[config.mk]
export PLATFORM = sky130hd
export DESIGN_NAME = branch_cond_unit
export DESIGN_NICKNAME = d
export VERILOG_FILES = /design/src/rtl/bcu_pkg.sv /design/src/rtl/bcu_cond_table.sv /design/src/rtl/bcu_disp_ext.sv /design/src/rtl/bcu_form_dec.sv /design/src/rtl/branch_cond_unit.sv
export SDC_FILE = /design/constraint.sdc
export NUM_CORES = 1
export LEC_CHECK = 0
export BUFFER_PORTS_ARGS = -buffer_cell sky130_fd_sc_hd__buf_2
export CAP_MARGIN = 20
export CORE_UTILIZATION = 33
export CTS_BUF_LIST = sky130_fd_sc_hd__clkbuf_8
export DETAILED_ROUTE_END_ITERATION = 10
export GPL_ROUTABILITY_DRIVEN = 0
export PLACE_DENSITY = 0.67
export REMOVE_ABC_BUFFERS = 1
export SLEW_MARGIN = 20
export SYNTH_ARGS = -nofsm -noshare
export SYNTH_HDL_FRONTEND = slang
export SYNTH_SLANG_ARGS = --single-unit
[constraint.sdc]
create_clock -name clk -period 3.8 [get_ports clk]
set_input_delay 0.57 -clock clk [delete_from_list [all_inputs] [get_ports clk]]
set_output_delay 0.57 -clock clk [all_outputs]
set_load 0.02 [all_outputs]
[src/rtl/bcu_pkg.sv]
package bcu_pkg;

   // Status flags in the bit order used on the flags port.
   typedef struct packed {
      logic of_f;
      logic sf_f;
      logic zf_f;
      logic pf_f;
      logic cf_f;
   } bcu_flags_t;

   localparam int FLAG_W = $bits(bcu_flags_t);

   typedef enum logic [1:0] {
      FORM_BRANCH = 2'd0,
      FORM_SET    = 2'd1,
      FORM_BAD    = 2'd2
   } bcu_form_e;

endpackage

[src/rtl/bcu_cond_table.sv]
module bcu_cond_table
   import bcu_pkg::*;
(
   input  bcu_flags_t flg,
   input  logic [2:0] sel,
   input  logic       negate,
   output logic       holds
);
   logic less;
   logic raw;

   assign less = flg.sf_f ^ flg.of_f;

   always_comb begin
      unique case (sel)
         3'd0: raw = flg.of_f;
         3'd1: raw = flg.cf_f;
         3'd2: raw = flg.zf_f;
         3'd3: raw = flg.cf_f | flg.zf_f;
         3'd4: raw = flg.sf_f;
         3'd5: raw = flg.pf_f;
         3'd6: raw = less;
         default: raw = less | flg.zf_f;
      endcase
   end

   assign holds = raw ^ negate;
endmodule

[src/rtl/bcu_disp_ext.sv]
module bcu_disp_ext #(
   parameter int ADDR_W  = 32,
   parameter int SHORT_W = 16
) (
   input  logic [ADDR_W-1:0] disp,
   input  logic              op_wide,
   output logic [ADDR_W-1:0] ext
);
   generate
      if (SHORT_W < ADDR_W) begin : g_narrow
         logic [ADDR_W-1:0] short_ext;
         assign short_ext = {{(ADDR_W-SHORT_W){disp[SHORT_W-1]}}, disp[SHORT_W-1:0]};
         assign ext = op_wide ? disp : short_ext;
      end else begin : g_same
         logic unused_mode;
         assign unused_mode = op_wide;
         assign ext = disp;
      end
   endgenerate
endmodule

[src/rtl/bcu_form_dec.sv]
module bcu_form_dec
   import bcu_pkg::*;
#(
   parameter int         OPC_W      = 8,
   parameter logic [3:0] BRANCH_NIB = 4'h8,
   parameter logic [3:0] SET_NIB    = 4'h9
) (
   input  logic [OPC_W-1:0] opcode,
   output bcu_form_e        form,
   output logic [2:0]       sel,
   output logic             negate
);
   localparam int TOP = OPC_W - 1;
   logic [3:0] hi;

   assign hi     = opcode[TOP -: 4];
   assign sel    = opcode[3:1];
   assign negate = opcode[0];

   always_comb begin
      if (hi == BRANCH_NIB)   form = FORM_BRANCH;
      else if (hi == SET_NIB) form = FORM_SET;
      else                    form = FORM_BAD;
   end
endmodule

[src/rtl/branch_cond_unit.sv]
module branch_cond_unit
   import bcu_pkg::*;
#(
   parameter int         ADDR_W     = 32,
   parameter int         SHORT_W    = 16,
   parameter int         OPC_W      = 8,
   parameter int         SET_W      = 8,
   parameter logic [3:0] BRANCH_NIB = 4'h8,
   parameter logic [3:0] SET_NIB    = 4'h9
) (
   input  logic              clk,
   input  logic              rst_n,
   input  logic              in_valid,
   input  logic [OPC_W-1:0]  opcode,
   input  logic [FLAG_W-1:0] flags,
   input  logic              op_wide,
   input  logic [ADDR_W-1:0] disp,
   input  logic [ADDR_W-1:0] ip_in,
   output logic              out_valid,
   output logic              taken,
   output logic [SET_W-1:0]  set_byte,
   output logic [ADDR_W-1:0] next_ip,
   output logic              invalid
);
   generate
      if (SHORT_W < 1 || SHORT_W > ADDR_W) begin : g_chk_short
         $error("SHORT_W must lie in 1..ADDR_W");
      end
      if (OPC_W < 8) begin : g_chk_opc
         $error("OPC_W must be at least 8");
      end
      if (SET_W < 2) begin : g_chk_set
         $error("SET_W must be at least 2");
      end
   endgenerate

   bcu_flags_t        flg;
   bcu_form_e         form;
   logic [2:0]        sel;
   logic              negate;
   logic              holds;
   logic [ADDR_W-1:0] disp_ext;
   logic [ADDR_W-1:0] target;

   assign flg = bcu_flags_t'(flags);

   bcu_form_dec #(
      .OPC_W(OPC_W), .BRANCH_NIB(BRANCH_NIB), .SET_NIB(SET_NIB)
   ) u_dec (
      .opcode(opcode), .form(form), .sel(sel), .negate(negate)
   );

   bcu_cond_table u_tbl (
      .flg(flg), .sel(sel), .negate(negate), .holds(holds)
   );

   bcu_disp_ext #(
      .ADDR_W(ADDR_W), .SHORT_W(SHORT_W)
   ) u_ext (
      .disp(disp), .op_wide(op_wide), .ext(disp_ext)
   );

   assign target = ip_in + disp_ext;

   always_ff @(posedge clk) begin
      if (!rst_n) begin
         out_valid <= 1'b0;
         taken     <= 1'b0;
         set_byte  <= '0;
         next_ip   <= '0;
         invalid   <= 1'b0;
      end else begin
         out_valid <= in_valid;
         if (in_valid) begin
            taken    <= (form == FORM_BRANCH) && holds;
            set_byte <= SET_W'((form == FORM_SET) && holds);
            next_ip  <= ((form == FORM_BRANCH) && holds) ? target : ip_in;
            invalid  <= (form == FORM_BAD);
         end
      end
   end
endmodule

==> results.sh, run 1 <==
export IMPL_final_max_slew_viol_count=0
export IMPL_slowest_stage="a221oi_2"
export IMPL_die_x_um=106
export IMPL_overflow=0
export IMPL_synth_most_common_cell="nand2_1"
export IMPL_drtIter0Drc=278
export IMPL_synth_edf_count=0
export IMPL_io_pins=124
export IMPL_synthTopCellsByArea="dfxtp_1 20%, ha_1 11%, nand2_1 10%"
export IMPL_rr_worst_depth=3
export IMPL_grt_pass1_wl_um=18500
export IMPL_tns_ps=0
export IMPL_cts_buffers=5
export IMPL_die_y_um=106
export IMPL_synth_compound_area_frac=0.301
export IMPL_maxSlewHeadroom=0.460
export IMPL_critPathMaxFanout=5
export IMPL_wl_per_cell_um=15.8
export IMPL_drtAntennaViolNets=0
export IMPL_slowest_delay_ps=480
export IMPL_worst_pin_slew_ps=795
export IMPL_drt_total_wl_um=11600
export IMPL_core_um2=10400
export IMPL_antenna_found_initial=0
export IMPL_drive_gt1_frac=0.239
export IMPL_placed_cells=727
export IMPL_syn_area_um2=3570
export IMPL_synthArstFlopShare=0
export IMPL_path_class="in2reg"
export IMPL_synth_common_cells="98 x nand2_1, 41 x a21oi_1, 39 x nor2_1, 36 x dfxtp_1, 31 x ha_1"
export IMPL_synthSimpleGateAreaFrac=0.241
export IMPL_min_period_ps=3110
export IMPL_crit_family="compound AO/OA/AOI/OAI gates"
export IMPL_dp_hpwl_um=8860
export IMPL_ys_flop_type="dfxtp_1"
export IMPL_setup_violations=0
export IMPL_clkTransAtPathRegs_ps=80
export IMPL_outcome="finished clean"
export IMPL_multi_input_area_um2=2660
export IMPL_track_usage=0.201
export IMPL_fin_crit_sh=0.817
export IMPL_hold_depth=2
export IMPL_hold_viol_final=0
export IMPL_ir_drop_mv=0.228
export IMPL_via_per_inst=5.54
export IMPL_syn_to_final_growth_pct=21.0
export IMPL_synth_area_per_cell_um2=7.12
export IMPL_synth_seq_area_share=0.202
export IMPL_finalNetCount=711
export IMPL_worst_slack_ps=695
export IMPL_register_area_um2=721
export IMPL_synth_warning_count=0
export IMPL_grt_max_degree=65
export IMPL_rsz0062_at_grt="false"
export IMPL_cts_resized_gates=0
export IMPL_worstPathRequired_ps=3990
export IMPL_synthMuxAreaShare=0.0245
export IMPL_synth_top_family_by_area="compound AO/OA/AOI/OAI gates"
export IMPL_start_kind="input pin"
export IMPL_first_global_vias=3816
export IMPL_path_common_cell="o21ai_1"
export IMPL_cp_arrival_ps=3290
export IMPL_power_density_nw_per_um2=308
export IMPL_yosys_area_share_adder=0.114
export IMPL_cts_tree="built"
export IMPL_numClockSinks=36
export IMPL_synth_seq_cells=36
export IMPL_power_uw=1330
export IMPL_drtPass1Iterations=6
export IMPL_rows=37
export IMPL_ys_types=58
export IMPL_post_cts_setup_buffer_count=0
export IMPL_vias=4072
export IMPL_fmax_mhz=322
export IMPL_clk_latency_ps=290
export IMPL_n_antenna_cell=0
export IMPL_synthXorXnorAreaFrac=0.0564
export IMPL_preCtsSetupSlack_ps=368
export IMPL_skew_ps=0
export IMPL_endpoint_kind="register"
export IMPL_start_util=0.343
export IMPL_power_leakage_uw=0.00207
export IMPL_instances_no_fill=735
export IMPL_n_fill_cell=1126
export IMPL_drv_cap=0
export IMPL_netlist_instances=502
export IMPL_cp_depth=11
export IMPL_port_buffers=116
export IMPL_crit_chain="buf_2, ha_1, fa_1, a21oi_2, o211ai_1, a221oi_2, o21ai_1, a211oi_1, o21ai_1, a21o_1, a221o_1"
export IMPL_drc=0
export IMPL_ctsHoldBuffers=0
export IMPL_htree_num_levels=2
export IMPL_yosys_area_top_type="dfxtp_1"
export IMPL_die_area_um2=11300
export IMPL_clk_path_buf_depth=2
export IMPL_root_buffer="clkbuf_8"
export IMPL_synth_top_area_share=0.202
export IMPL_hp_class="reg2reg"
export IMPL_crit_buf_inv=1
-- final cells by class --
| type | instances | share of cell area |
|---|---|---|
| inverter | 8 | 0.00694 |
| multi-input combinational | 424 | 0.616 |
| timing repair buffer | 123 | 0.146 |
| tap | 136 | 0.0393 |
| sequential | 36 | 0.167 |
| clock inverter | 3 | 0.00897 |
| clock buffer | 5 | 0.0159 |
-- registers in the layout, summed over array words and instances (netlist names) --
register   flops
next_ip       32
out_valid      1
invalid        1
set_byte       1
taken          1
-- tightest hold or removal path: cells and delay by family, from the launching register on --
family	cells	cell delay, ps
and+or+nand+nor	1	70
DFF	1	320
AOI/OAI and AO/OA	1	50
-- metrics by stage --
stage | hold WS (ps) | util | cell area [µm²]
after CTS | 478 | 0.415 | 4330
after global placement | 459 | 0.405 | 4220
after global routing | 498 | 0.415 | 4330
final | 485 | 0.415 | 4330
after floorplan | 543 | - | 3410
after detailed placement | 474 | 0.405 | 4220
-- metal layers --
metal	GRT usage	wire, µm	share of wire
met1	0.268	5430	0.47
met2	0.338	5270	0.45
met3	0.0307	696	0.060
met4	0.0516	192	0.017
met5	0	0	0
-- cells in the final DEF, fill, tap and decap left out, drive strengths merged, types with 9 or more instances in the layout --
cell,synthesis,routed
ha,31,31
nand3,11,11
xnor2,19,19
nand4,12,12
a31oi,11,11
a311oi,11,11
dfxtp,36,36
nor2,39,39
a21oi,43,43
buf,13,123
o21ai,33,33
inv,8,9
nand2,99,99
a21o,17,17
-- worst paths after layout --
path	startpoint	endpoint	slack, ps
worst max-delay path	disp[0]	next_ip[30]	690
worst min-delay path	next_ip[2]	next_ip[2]	490
worst max register to register	next_ip[30]	next_ip[30]	2850
worst min register to register	next_ip[2]	next_ip[2]	490
-- cells by family (layout without fill, tap and decap cells) --
family                     count (synthesis)  after routing
muxes                                      8              8
DFF                                       36             36
adders and majority gates                 32             32
buffers and inverters                     48            139
and+or+nand+nor                          193            193
other                                      1              7
AOI/OAI and AO/OA                        161            161
xor gates and xnor gates                  23             23
-- power breakdown --
part	internal (µW)	switching, µW	leakage, µW
clock	193	157	0.0000593
sequential	403	12.6	0.000298
combinational	229	339	0.00172
Note: power is estimated with default switching activity, not from simulation.
==> run 2, diff against run 1 <==
==> constraint.sdc (replaced) <==
create_clock -name clk -period 2.9 [get_ports clk]
set_input_delay 0.435 -clock clk [delete_from_list [all_inputs] [get_ports clk]]
set_output_delay 0.435 -clock clk [all_outputs]
set_load 0.02 [all_outputs]
==> results.sh, run 2 (synthesis results as in run 1) <==
export IMPL_outcome="finished clean"
export IMPL_power_density_nw_per_um2=387
export IMPL_power_leakage_uw=0.00225
export IMPL_numClockSinks=36
export IMPL_path_class="in2reg"
export IMPL_die_y_um=106
export IMPL_worst_slack_ps=224
export IMPL_grt_max_degree=65
export IMPL_cts_tree="built"
export IMPL_final_cell_mix="116 x buf_2, 98 x nand2_1, 44 x buf_4, 41 x a21oi_1, 39 x nor2_1"
export IMPL_track_usage=0.211
export IMPL_dp_hpwl_um=9080
export IMPL_drtPass1Iterations=5
export IMPL_worst_pin_slew_ps=649
export IMPL_n_fill_cell=1106
export IMPL_cp_arrival_ps=2870
export IMPL_largest_register="next_ip"
export IMPL_clk_path_buf_depth=2
export IMPL_n_antenna_cell=0
export IMPL_io_pins=124
export IMPL_crit_start="disp[0]"
export IMPL_first_global_vias=4090
export IMPL_critPathMaxFanout=3
export IMPL_cp_endpoint="next_ip[30]"
export IMPL_hp_class="in2reg"
export IMPL_power_uw=1790
export IMPL_r2r_end="next_ip[30]"
export IMPL_rsz0062_at_grt="false"
export IMPL_maxSlewHeadroom=0.568
export IMPL_dpl_cell_area_um2=4520
export IMPL_ctsHoldBuffers=0
export IMPL_path_common_cell="o21ai_1"
export IMPL_min_period_ps=2680
export IMPL_grt_pass1_wl_um=19200
export IMPL_die_area_um2=11300
export IMPL_start_util=0.343
export IMPL_final_max_slew_viol_count=0
export IMPL_drtIter0Drc=259
export IMPL_final_cell_area_um2=4620
export IMPL_drtAntennaViolNets=0
export IMPL_slowest_stage="fa_1"
export IMPL_port_buffers=116
export IMPL_r2r_start="next_ip[30]"
export IMPL_clk_latency_ps=300
export IMPL_rr_worst_depth=3
export IMPL_antenna_found_initial=0
export IMPL_layout_commonest_cell="buf_2"
export IMPL_endpoint_kind="register"
export IMPL_rows=37
export IMPL_hold_viol_final=0
export IMPL_clkTransAtPathRegs_ps=80
export IMPL_crit_chain="buf_2, ha_1, fa_1, a21oi_2, o211ai_1, a221oi_2, o21ai_1, a211oi_2, o21ai_1, a21o_1, a221o_1"
export IMPL_core_um2=10400
export IMPL_skew_ps=0
export IMPL_ir_drop_mv=0.163
export IMPL_root_buffer="clkbuf_8"
export IMPL_wl_per_cell_um=15.2
export IMPL_post_cts_setup_buffer_count=0
export IMPL_slowest_delay_ps=430
export IMPL_via_per_inst=5.40
export IMPL_cts_buffers=5
export IMPL_fin_crit_sh=0.923
export IMPL_worstPathRequired_ps=3090
export IMPL_drv_cap=0
export IMPL_overflow=0
export IMPL_setup_violations=0
export IMPL_tns_ps=0
export IMPL_drive_gt1_frac=0.288
export IMPL_syn_to_final_growth_pct=29.3
export IMPL_drc=0
export IMPL_htree_num_levels=2
export IMPL_largest_reg_flops=32
export IMPL_finalNetCount=749
export IMPL_start_kind="input pin"
export IMPL_preCtsSetupSlack_ps=-145
export IMPL_rrSetupSlack_ps=1960
export IMPL_drt_total_wl_um=11700
export IMPL_vias=4167
export IMPL_fmax_mhz=374
export IMPL_die_x_um=106
-- run 2: worst min path at each step --
| stage | end | cells past startpoint | startpoint | slack, ps |
|---|---|---|---|---|
| final | invalid | 2 | opcode[7] | 350 |
| after floorplan | next_ip[10] | 1 | in_valid | 530 |
| after detailed placement | next_ip[2] | 2 | next_ip[2] | 470 |
| after global routing | invalid | 2 | opcode[7] | 370 |
| after CTS | invalid | 2 | opcode[7] | 350 |
| after global placement | next_ip[2] | 2 | next_ip[2] | 450 |
-- run 2: power by group --
| group | internal, µW | switching, µW |
|---|---|---|
| Combinational | 359 | 460 |
| Sequential | 527 | 16.0 |
| Clock | 212 | 212 |
| Total | 1100 | 688 |
-- run 2: routing by layer --
| layer | global-route usage | up-vias | routed length (µm) |
|---|---|---|---|
| met3 | 0.0374 | 19 | 729 |
| met5 | 0 | - | 0 |
| met2 | 0.352 | 161 | 5370 |
| met1 | 0.276 | 1913 | 5400 |
| met4 | 0.0625 | 0 | 238 |
| li1 | - | 2074 | - |
-- run 2: final cells by class --
cell class	count	area (µm²)	share of cell area
Sequential cell	36	721	0.156
Clock buffer	7	96.3	0.0208
Inverter	8	30.0	0.00650
Multi-Input combinational cell	424	2670	0.579
Tap cell	136	170	0.0368
Timing Repair Buffer	161	931	0.201
-- run 2: critical path: cells and delay by family --
family,cells,cell delay (ps)
AO/OA/AOI/OAI,8,1690
adder cells (fa/ha/maj),2,640
buffers and inverters,1,100
-- run 2: through the flow --
stage / utilization / hold slack [ps] / instances
3_5_place_dp: 0.434 / 467 / 765
6_report: 0.444 / 351 / 772
3_3_place_gp: 0.434 / 455 / 765
2_1_floorplan: - / 531 / 468
4_1_cts: 0.443 / 348 / 772
5_1_grt: 0.444 / 368 / 772
-- run 2: what timing repair did --
item / 4_1_cts / 5_1_grt
endpoints found under the hold margin: 0 / 0
gates resized for setup: 0 / 2
endpoints found under the setup margin: 0 / 2
==> run 3, diff against run 2 <==
--- a/config.mk
+++ b/config.mk
@@ -7,13 +7,12 @@
 export LEC_CHECK = 0
 export BUFFER_PORTS_ARGS = -buffer_cell sky130_fd_sc_hd__buf_2
 export CAP_MARGIN = 20
+export CORE_MARGIN = 4
 export CORE_UTILIZATION = 33
-export CTS_BUF_LIST = sky130_fd_sc_hd__clkbuf_8
 export DETAILED_ROUTE_END_ITERATION = 10
 export GPL_ROUTABILITY_DRIVEN = 0
 export PLACE_DENSITY = 0.67
 export REMOVE_ABC_BUFFERS = 1
-export SLEW_MARGIN = 20
 export SYNTH_ARGS = -nofsm -noshare
 export SYNTH_HDL_FRONTEND = slang
 export SYNTH_SLANG_ARGS = --single-unit
==> results.sh, run 3 (synthesis results as in run 1) <==
export IMPL_outcome="finished clean"
export IMPL_fin_crit_sh=0.936
export IMPL_track_usage=0.187
export IMPL_post_route_util=0.443
export IMPL_cts_buffers=5
export IMPL_io_pins=124
export IMPL_final_max_slew_viol_count=0
export IMPL_rows=37
export IMPL_drtPass1Iterations=4
export IMPL_ir_drop_mv=0.184
export IMPL_start_kind="input pin"
export IMPL_hp_class="in2reg"
export IMPL_critPathMaxFanout=4
export IMPL_finalNetCount=751
export IMPL_crit_buf_inv=1
export IMPL_n_fill_cell=1113
export IMPL_root_buffer="clkbuf_8"
export IMPL_drt_total_wl_um=12100
export IMPL_crit_chain="buf_2, ha_1, fa_1, a21oi_2, o211ai_1, a221oi_2, and4b_4, a211oi_4, o41ai_1, mux2_4, a21oi_2"
export IMPL_slowest_stage="fa_1"
export IMPL_worstPathRequired_ps=3140
export IMPL_endpoint_kind="register"
export IMPL_instances_no_fill=775
export IMPL_overflow=0
export IMPL_numClockSinks=36
export IMPL_drc=0
export IMPL_placed_cells=767
export IMPL_largest_register="next_ip"
export IMPL_grt_pass1_wl_um=19900
export IMPL_via_per_inst=5.40
export IMPL_path_class="in2reg"
export IMPL_vias=4186
export IMPL_maxSlewHeadroom=0.589
export IMPL_clkTransAtPathRegs_ps=80
export IMPL_n_antenna_cell=0
export IMPL_die_y_um=112
export IMPL_hold_viol_final=0
export IMPL_core_um2=10400
export IMPL_power_density_nw_per_um2=383
export IMPL_drive_gt1_frac=0.288
export IMPL_cts_tree="built"
export IMPL_setup_violations=0
export IMPL_grt_max_degree=65
export IMPL_clk_latency_ps=290
export IMPL_largest_reg_flops=32
export IMPL_htree_num_levels=2
export IMPL_final_cell_mix="116 x buf_2, 98 x nand2_1, 47 x buf_4, 41 x a21oi_1, 39 x nor2_1"
export IMPL_skew_ps=0
export IMPL_rrSetupSlack_ps=1950
export IMPL_drtAntennaViolNets=0
export IMPL_power_leakage_uw=0.00225
export IMPL_cp_depth=11
export IMPL_first_global_vias=4114
export IMPL_dp_hpwl_um=9620
export IMPL_hold_depth=2
export IMPL_crit_family="compound AO/OA/AOI/OAI gates"
export IMPL_path_common_cell="a21oi_2"
export IMPL_fmax_mhz=368
export IMPL_layout_commonest_cell="buf_2"
export IMPL_syn_to_final_growth_pct=29.2
export IMPL_slowest_delay_ps=430
export IMPL_antenna_found_initial=0
export IMPL_start_util=0.343
export IMPL_drv_cap=0
export IMPL_min_period_ps=2710
export IMPL_worst_pin_slew_ps=616
export IMPL_clk_path_buf_depth=2
export IMPL_port_buffers=116
export IMPL_ctsHoldBuffers=0
export IMPL_wl_per_cell_um=15.6
export IMPL_post_cts_setup_buffer_count=0
export IMPL_rr_worst_depth=3
export IMPL_drtIter0Drc=235
export IMPL_rsz0062_at_grt="false"
export IMPL_cp_arrival_ps=2950
export IMPL_die_x_um=112
export IMPL_die_area_um2=12600
[run 3: cell types whose count changed in the layout (fill, tap and decap cells not counted)]
cell        previous run  this run
nor3_1                 6         7
clkbuf_1               0         1
nor3_2                 2         1
buf_12                 1         0
clkbuf_8               7         6
buf_4                 44        47
clkinvlp_4             0         1
[run 3: worst register-to-register path, delay by kind of cell, from the launching register on]
kind            cells  cell delay (ps)
flops               1              320
compound gates      2              440
simple gates        1               80
[run 3: metrics by stage]
| step | instance area [µm²] | TNS (ps) | setup WS (ps) | power (µW) | hold slack [ps] |
|---|---|---|---|---|---|
| after floorplan | 3410 | -1750 | -231 | 1060 | 531 |
| after global placement | 4520 | -300 | -99.9 | 1360 | 457 |
| after detailed placement | 4520 | -538 | -163 | 1370 | 473 |
| after CTS | 4610 | 0 | 136 | 1780 | 333 |
| after global routing | 4620 | 0 | 79.4 | 1900 | 362 |
| final | 4620 | 0 | 185 | 1770 | 340 |
[run 3: area by class of cell]
cell class | count | area, µm² | area share
repair buffers | 163 | 933 | 0.202
clock inverters | 1 | 7.51 | 0.00163
flip-flops and latches | 36 | 721 | 0.156
well taps | 136 | 170 | 0.0369
multi-input cells | 424 | 2670 | 0.578
clock buffers | 7 | 86.3 | 0.0187
inverters | 8 | 30.0 | 0.00650
[run 3: path summary, 6_finish.rpt]
path | startpoint | endpoint
min | opcode[7] | invalid
max reg2reg | next_ip[30] | next_ip[30]
min reg2reg | next_ip[0] | next_ip[0]
max | ip_in[0] | next_ip[28]
[run 3: repair_timing]
item | 4_1_cts | 5_1_grt
setup endpoints to repair | 0 | 1
resized for setup | 0 | 1
endpoints found under the hold margin | 0 | 0
[run 3: metal layers]
layer | wire length, µm | part of all wire | vias up | track usage
met1 | 5510 | 0.46 | 1942 | 0.254
met2 | 5560 | 0.46 | 154 | 0.310
met5 | 0 | 0 | - | 0
met3 | 867 | 0.072 | 14 | 0.0334
li1 | - | - | 2076 | -
met4 | 137 | 0.011 | 0 | 0.0433
[run 3: report_power, final]
part	internal (µW)	switching [µW]
Combinational	363	463
Sequential	527	15.7
Clock	194	207
Total	1080	686
